<file path="config.mk">
export PLATFORM = sky130hd
export DESIGN_NAME = seq_lock_fsm
export DESIGN_NICKNAME = d
export VERILOG_FILES = /design/src/rtl/seq_lock_pkg.sv /design/src/rtl/seq_lock_step_match.sv /design/src/rtl/seq_lock_next.sv /design/src/rtl/seq_lock_state_reg.sv /design/src/rtl/seq_lock_fsm.sv
export SDC_FILE = /design/constraint.sdc
export NUM_CORES = 1
export LEC_CHECK = 0
export BUFFER_PORTS_ARGS = -buffer_cell sky130_fd_sc_hd__buf_4
export CAP_MARGIN = 20
export CELL_PAD_IN_SITES_DETAIL_PLACEMENT = 0
export CELL_PAD_IN_SITES_GLOBAL_PLACEMENT = 2
export CORE_AREA = 2 2 39 41
export DETAILED_ROUTE_END_ITERATION = 7
export DIE_AREA = 0 0 41 43
export PLACE_DENSITY = 0.62
export RECOVER_POWER = 50
export REMOVE_ABC_BUFFERS = 1
export SYNTH_ARGS = -nofsm -noshare
export SYNTH_HDL_FRONTEND = slang
export SYNTH_SLANG_ARGS = --single-unit
</file>
<file path="constraint.sdc">
create_clock -name clk -period 2.15 [get_ports clk]
set_input_delay 0.3225 -clock clk [delete_from_list [all_inputs] [get_ports clk]]
set_output_delay 0.3225 -clock clk [all_outputs]
set_load 0.05 [all_outputs]
</file>
<file path="src/rtl/seq_lock_pkg.sv">
package seq_lock_pkg;

    localparam int DIAL_W    = 5;
    localparam int NUM_STEPS = 3;
    localparam int STATE_W   = 2;

    typedef enum logic [STATE_W-1:0] {
        LK_START = 2'd0,
        LK_ONE   = 2'd1,
        LK_TWO   = 2'd2,
        LK_OPEN  = 2'd3
    } lock_state_e;

    typedef struct packed {
        logic              dir;   // 1 = right, 0 = left
        logic [DIAL_W-1:0] num;
    } dial_op_t;

    function automatic lock_state_e step_forward(input lock_state_e s);
        lock_state_e r;
        case (s)
            LK_START: r = LK_ONE;
            LK_ONE:   r = LK_TWO;
            default:  r = LK_OPEN;
        endcase
        return r;
    endfunction

endpackage

</file>
<file path="src/rtl/seq_lock_step_match.sv">
module seq_lock_step_match
    import seq_lock_pkg::*;
#(
    parameter logic [NUM_STEPS-1:0]        STEP_DIRS = 3'b101,
    parameter logic [NUM_STEPS*DIAL_W-1:0] STEP_NUMS = {5'd3, 5'd22, 5'd13}
) (
    input  dial_op_t             op,
    output logic [NUM_STEPS-1:0] hit
);
    for (genvar i = 0; i < NUM_STEPS; i++) begin : g_step
        assign hit[i] = (op.dir == STEP_DIRS[i]) &&
                        (op.num == STEP_NUMS[i*DIAL_W +: DIAL_W]);
    end
endmodule

</file>
<file path="src/rtl/seq_lock_next.sv">
module seq_lock_next
    import seq_lock_pkg::*;
(
    input  lock_state_e          cur,
    input  logic                 op_valid,
    input  logic                 relock,
    input  logic [NUM_STEPS-1:0] hit,
    output lock_state_e          nxt
);
    logic expected_hit;

    always_comb begin
        case (cur)
            LK_START: expected_hit = hit[0];
            LK_ONE:   expected_hit = hit[1];
            LK_TWO:   expected_hit = hit[2];
            default:  expected_hit = 1'b0;
        endcase
    end

    always_comb begin
        nxt = cur;
        if (cur == LK_OPEN) begin
            if (relock) nxt = LK_START;
        end else if (op_valid) begin
            nxt = expected_hit ? step_forward(cur) : LK_START;
        end
    end
endmodule

</file>
<file path="src/rtl/seq_lock_state_reg.sv">
module seq_lock_state_reg
    import seq_lock_pkg::*;
(
    input  logic        clk,
    input  logic        rst,
    input  lock_state_e nxt,
    output lock_state_e cur
);
    always_ff @(posedge clk) begin
        if (rst) cur <= LK_START;
        else     cur <= nxt;
    end
endmodule

</file>
<file path="src/rtl/seq_lock_fsm.sv">
module seq_lock_fsm
    import seq_lock_pkg::*;
#(
    parameter logic [NUM_STEPS-1:0]        STEP_DIRS = 3'b101,
    parameter logic [NUM_STEPS*DIAL_W-1:0] STEP_NUMS = {5'd3, 5'd22, 5'd13}
) (
    input  logic              clk,
    input  logic              rst,
    input  logic              op_valid,
    input  logic              op_dir,
    input  logic [DIAL_W-1:0] op_num,
    input  logic              relock,
    output logic              unlocked
);
    dial_op_t             op_in;
    logic [NUM_STEPS-1:0] step_hit;
    lock_state_e          state_q;
    lock_state_e          state_d;

    assign op_in.dir = op_dir;
    assign op_in.num = op_num;

    seq_lock_step_match #(
        .STEP_DIRS(STEP_DIRS),
        .STEP_NUMS(STEP_NUMS)
    ) u_match (
        .op  (op_in),
        .hit (step_hit)
    );

    seq_lock_next u_next (
        .cur      (state_q),
        .op_valid (op_valid),
        .relock   (relock),
        .hit      (step_hit),
        .nxt      (state_d)
    );

    seq_lock_state_reg u_sreg (
        .clk (clk),
        .rst (rst),
        .nxt (state_d),
        .cur (state_q)
    );

    assign unlocked = (state_q == LK_OPEN);
endmodule

</file>
Yosys cells after proc, flatten, opt, wreduce, memory -nomap -nowiden
Index checks and enable logic that the tools add are counted.
W data, S select, Z words.
{ "totals": {"reg_bits": 2, "in_bits": 10, "output_inout_bits": 1, "wordCells": 21} }
{ "op_classes": {"eq_ne": 7, "n_mux": 6, "bitwise": 1, "n_reduce_logical": 6} }
{ "op_table": {"columns": ["cell", "n"], "rows": [
  ["$mux W2", 4],
  ["$eq A5 B2 Y1 const B", 1],
  ["$eq A5 B4 Y1 const B", 1],
  ["$eq A5 B5 Y1 const B", 1],
  ["$eq A2 B2 Y1 const B", 2],
  ["$pmux W2 S2", 1],
  ["$logic_and A1 B1 Y1", 3],
  ["$pmux W1 S3", 1],
  ["$eq A2 B1 Y1 const B", 1],
  ["$logic_not A2 Y1", 1],
  ["$ne A2 B2 Y1 const B", 1],
  ["$reduce_and A2 Y1", 1],
  ["$reduce_bool A2 Y1", 1],
  ["$not A1 Y1", 1]
]} }

Longest topological paths before layout
{ "depth": {"depth_word": 6, "depth_mapped": 4} }

Cells and area by module
Synthesis repeated with hierarchy kept, for this count alone.
{ "hier_totals": {"hier_cells": 21, "area_unflattened_um2": 192.7} }
{ "by_module_without_submodules": {"columns": ["module", "n_inst", "cells_per_inst", "area_per_inst_um2"], "rows": [
  ["seq_lock_next", 1, 9, 68.8],
  ["seq_lock_step_match", 1, 7, 65.1],
  ["seq_lock_state_reg", 1, 4, 52.6],
  ["seq_lock_fsm", 1, 1, 6.3]
]} }

Worst setup path after synthesis
No wires, ideal clock.
{ "synth_path": {"path_type": "register -> register", "start": "reg u_sreg.cur[0]", "end": "reg u_sreg.cur[1]", "setup_ps": 101, "t_arrival_ps": 1117, "t_required_ps": 2049, "path_slack_ps": 932, "stages_incl_launch_ff": 5, "cell_sequence": "dfxtp_1 and2_2 mux2i_1 o22ai_1 o41ai_1"} }
{ "synth_between": {"elab_cells_between_ends": 12, "classes_between": "4 x eq/ne; 5 x mux; 3 x reduce/logical"} }
{ "synth_lines": {"columns": ["element", "line_no", "source"], "rows": [
  ["from (decl)", "seq_lock_state_reg.sv:7", "output lock_state_e cur"],
  ["from (signal assigned)", "seq_lock_state_reg.sv:11", "else cur <= nxt;"],
  ["$eq A2 B2 Y1 (*)", null, null],
  ["named net unlocked", "seq_lock_fsm.sv:13", "output logic unlocked"],
  ["$ne A2 B2 Y1 (no line) / $reduce_bool A2 Y1 (equally long branches)", null, null],
  ["$reduce_and A2 Y1 (no line)", null, null]
]} }
Mark *: on every way through the listed nets, which the timed path passes. The rest lies on a longest branch. The select of a mux whose other input is x is not followed.
A chain may end at the register's enable or synchronous reset.

Worst setup path in the final report
{ "layout_path": {"start": "reg u_sreg.cur[0]", "end": "out unlocked"} }
{ "layout_between": {"elab_chain_cells": 1} }
{ "layout_lines": {"columns": ["element", "line_no", "source"], "rows": [
  ["$eq A2 B2 Y1", "seq_lock_fsm.sv:46", "assign unlocked = (state_q == LK_OPEN);"],
  ["to (decl)", "seq_lock_fsm.sv:13", null]
]} }
Every way passes these cells.

==> run summary <==
# clock sinks = 2
die footprint = 1763 um^2
CORE AREA = 1384 um^2
post-DR vias/cell = 4.122
max FFs per register = 2
Slew Limit Fails = 0
drt drc = 0
initial DRC count = 6
Initial Util = 0.1193
Simple-Gate Fraction of Synth Area = 0.4697
antenna viol nets, final = 0
Routed WL per cell = 10.27 um
Overall Global Routing Usage = 0.07114
Crit-path slowest cell = dfxtp_1
status = completed
site row count = 14
PortBufs = 10
mux cell area share after synthesis = 0.06061
Die Y = 43 um
top cells by area, synth = dfxtp_1 24%, nand4bb_1 14%, o41ai_1 11%
worst-path maximum fanout = 7
slew of the pin with the lowest slew margin = 0.2673 ns
Avg Inst Size Synth = 8.258 um^2
GRT Residual Overflow = 0
Unique masters post-synth = 13
DP HPWL = 382.1 um
Fmax achieved = 724.5 MHz
hold path depth = 2
Setup crit start kind = flop
clock power share = 0.558
clk buf depth = 2
largest net degree at the start of global routing = 8
final setup fails = 0
main combinational cell family by area after synthesis = simple AND/OR/NAND/NOR gates
most common cell after layout, fill and taps aside = buf_4
layout cells sized above 1 = 0.4242
Req. time, crit path = 1.83 ns
Slowest Stage Delay on Critical Path = 0.42 ns
worst clock skew = 0.001618 ns
critical path class = reg -> out
largest area contributor in the netlist = dfxtp_1
biggest regs = u_sreg.cur: 2 flops
initial antenna violation count = 0
RR Startpoint = u_sreg.cur[0]$_SDFFE_PP0P_
hold_buf cts = 0
clock slew at the register clock pins of the worst setup and hold paths = 0.03 ns
clock root cell = clkbuf_4
post_cts resized = 0
post-layout util = 0.2043
CP endpoint kind = output port
Cell Area, Synth = 165.2 um^2
Area Growth Syn to Fin = 71.21%
Post-Route WL = 503 um
sequence of cells on the critical path = and2_2, buf_4
leakage power total = 0.1119 nW
Seq pwr share = 0.272
Worst Hold Launch = rst
Slew HR = 0.8195
R2R setup slack = 0.92 ns
synth warn = 0
r2r endpoint = u_sreg.cur[0]$_SDFFE_PP0P_
flops & latches, synth = 2
DRT Pass-1 Iters = 2
vias in the first global route = 192
TNS Setup = 0 ns
Routability Congestion = 0.5720
Post-Synthesis Cells = 20
Gate power share = 0.170
Net Sw Frac = 0.2098
cts bufs inserted = 3
Cell Pwr Density = 519.1 nW/um^2
vias = 202
crit path DAT = 1.06 ns
clock latency on the worst-skew pair = 0.22 ns
Die W = 41 um
Final min period = 1.380 ns
post-synthesis xor/xnor area fraction = 0
sequential fraction of the synthesis area = 0.2424
CTS H-tree lvls = 1
adder-cell share of the synthesized area = 0
Hold Path Sink = u_sreg.cur[1]$_SDFFE_PP0P_
Compound-Gate Fraction of Synth Area = 0.1818
CTS tree = done
unrepaired setup endpoints after global routing = false
postcts setup bufs = 0
most frequent cells in the layout = 10 x buf_4, 3 x clkbuf_4
FF-to-FF path depth = 4
Synth top area share = 0.2424
I/O pin count = 11
first-pass GRT wire length = 779 um
Psw = 0.00003079 W
fin crit share = 0.6420
Pint = 0.0001160 W
min-delay worst type = in -> reg
Final nets = 45
register name with the most flops = u_sreg.cur
VDD IR max = 197.8 uV
hold violation total from the final report = 0
max_cap viols = 0
ANT cells = 0
[cell families (layout without fill, tap and decap cells)]
| group | Yosys count | count (layout) |
|---|---|---|
| AO/OA/AOI/OAI | 4 | 4 |
| AND/OR/NAND/NOR | 11 | 11 |
| flip-flops | 2 | 2 |
| buffers and inverters | 2 | 15 |
| multiplexers | 1 | 1 |
[power groups by stage]
stage | Sequential [W] | Combinational (W) | Clock (W)
floorplan | 0.0000399 | 0.00000832 | 0
global placement | 0.0000402 | 0.0000235 | 0
detailed placement | 0.0000403 | 0.0000249 | 0
CTS | 0.0000399 | 0.0000250 | 0.0000876
global route | 0.0000400 | 0.0000278 | 0.0000937
finish | 0.0000400 | 0.0000249 | 0.0000819
[synthesized netlist by cell type]
cell type  instances
nand4b_1           1
o41ai_1            2
inv_1              2
nor2b_1            1
and2_2             1
nor2_1             2
mux2i_1            1
nand3b_1           2
o22ai_1            2
nand2_1            1
nand4bb_1          2
dfxtp_1            2
nor4_1             1
[critical path: cells and delay by family, from the launching register on]
kind | cells | cell delay [ns]
DFF | 1 | 0.42
and+or+nand+nor | 1 | 0.21
buffers and inverters | 1 | 0.20
[worst max-delay path by stage]
stage / slack [ns] / from / end
after detailed placement: 0.83 / op_num[3] / u_sreg.cur[0]$_SDFFE_PP0P_
after global placement: 0.93 / op_num[1] / u_sreg.cur[0]$_SDFFE_PP0P_
final: 0.77 / u_sreg.cur[0]$_SDFFE_PP0P_ / unlocked
after global routing: 0.74 / u_sreg.cur[0]$_SDFFE_PP0P_ / unlocked
after floorplan: 0.93 / u_sreg.cur[0]$_SDFFE_PP0P_ / u_sreg.cur[1]$_SDFFE_PP0P_
after CTS: 0.78 / u_sreg.cur[0]$_SDFFE_PP0P_ / unlocked
[stage by stage]
stage | worst slack [ns] | power (W) | hold WS, ns | std cells | instance area, um^2
2_1_floorplan | 0.9316 | 0.00004827 | 0.4221 | 20 | 165.2
3_3_place_gp | 0.9342 | 0.00006365 | 0.5073 | 46 | 260.3
3_5_place_dp | 0.8316 | 0.00006519 | 0.5247 | 46 | 260.3
4_1_cts | 0.7774 | 0.0001525 | 0.3176 | 49 | 282.8
5_1_grt | 0.7366 | 0.0001615 | 0.3215 | 49 | 282.8
6_report | 0.7697 | 0.0001468 | 0.3277 | 49 | 282.8
[area by class of cell]
type,instances,area [um^2]
fillers,151,1101
flip-flops and latches,2,40.04
repair buffers,10,75.07
multi-input cells,16,117.6
inverters,2,7.507
well taps,16,20.02
clock buffers,3,22.52
[per-layer routing]
metal / global-route usage / vias up / routed length [um]
li1: - / 106 / -
met1: 0.08946 / 85 / 269
met2: 0.07813 / 11 / 176
met3: 0.04712 / 0 / 58
met4: 0.06000 / 0 / 0
met5: 0 / - / 0
Note: power is estimated with default switching activity, not from simulation.
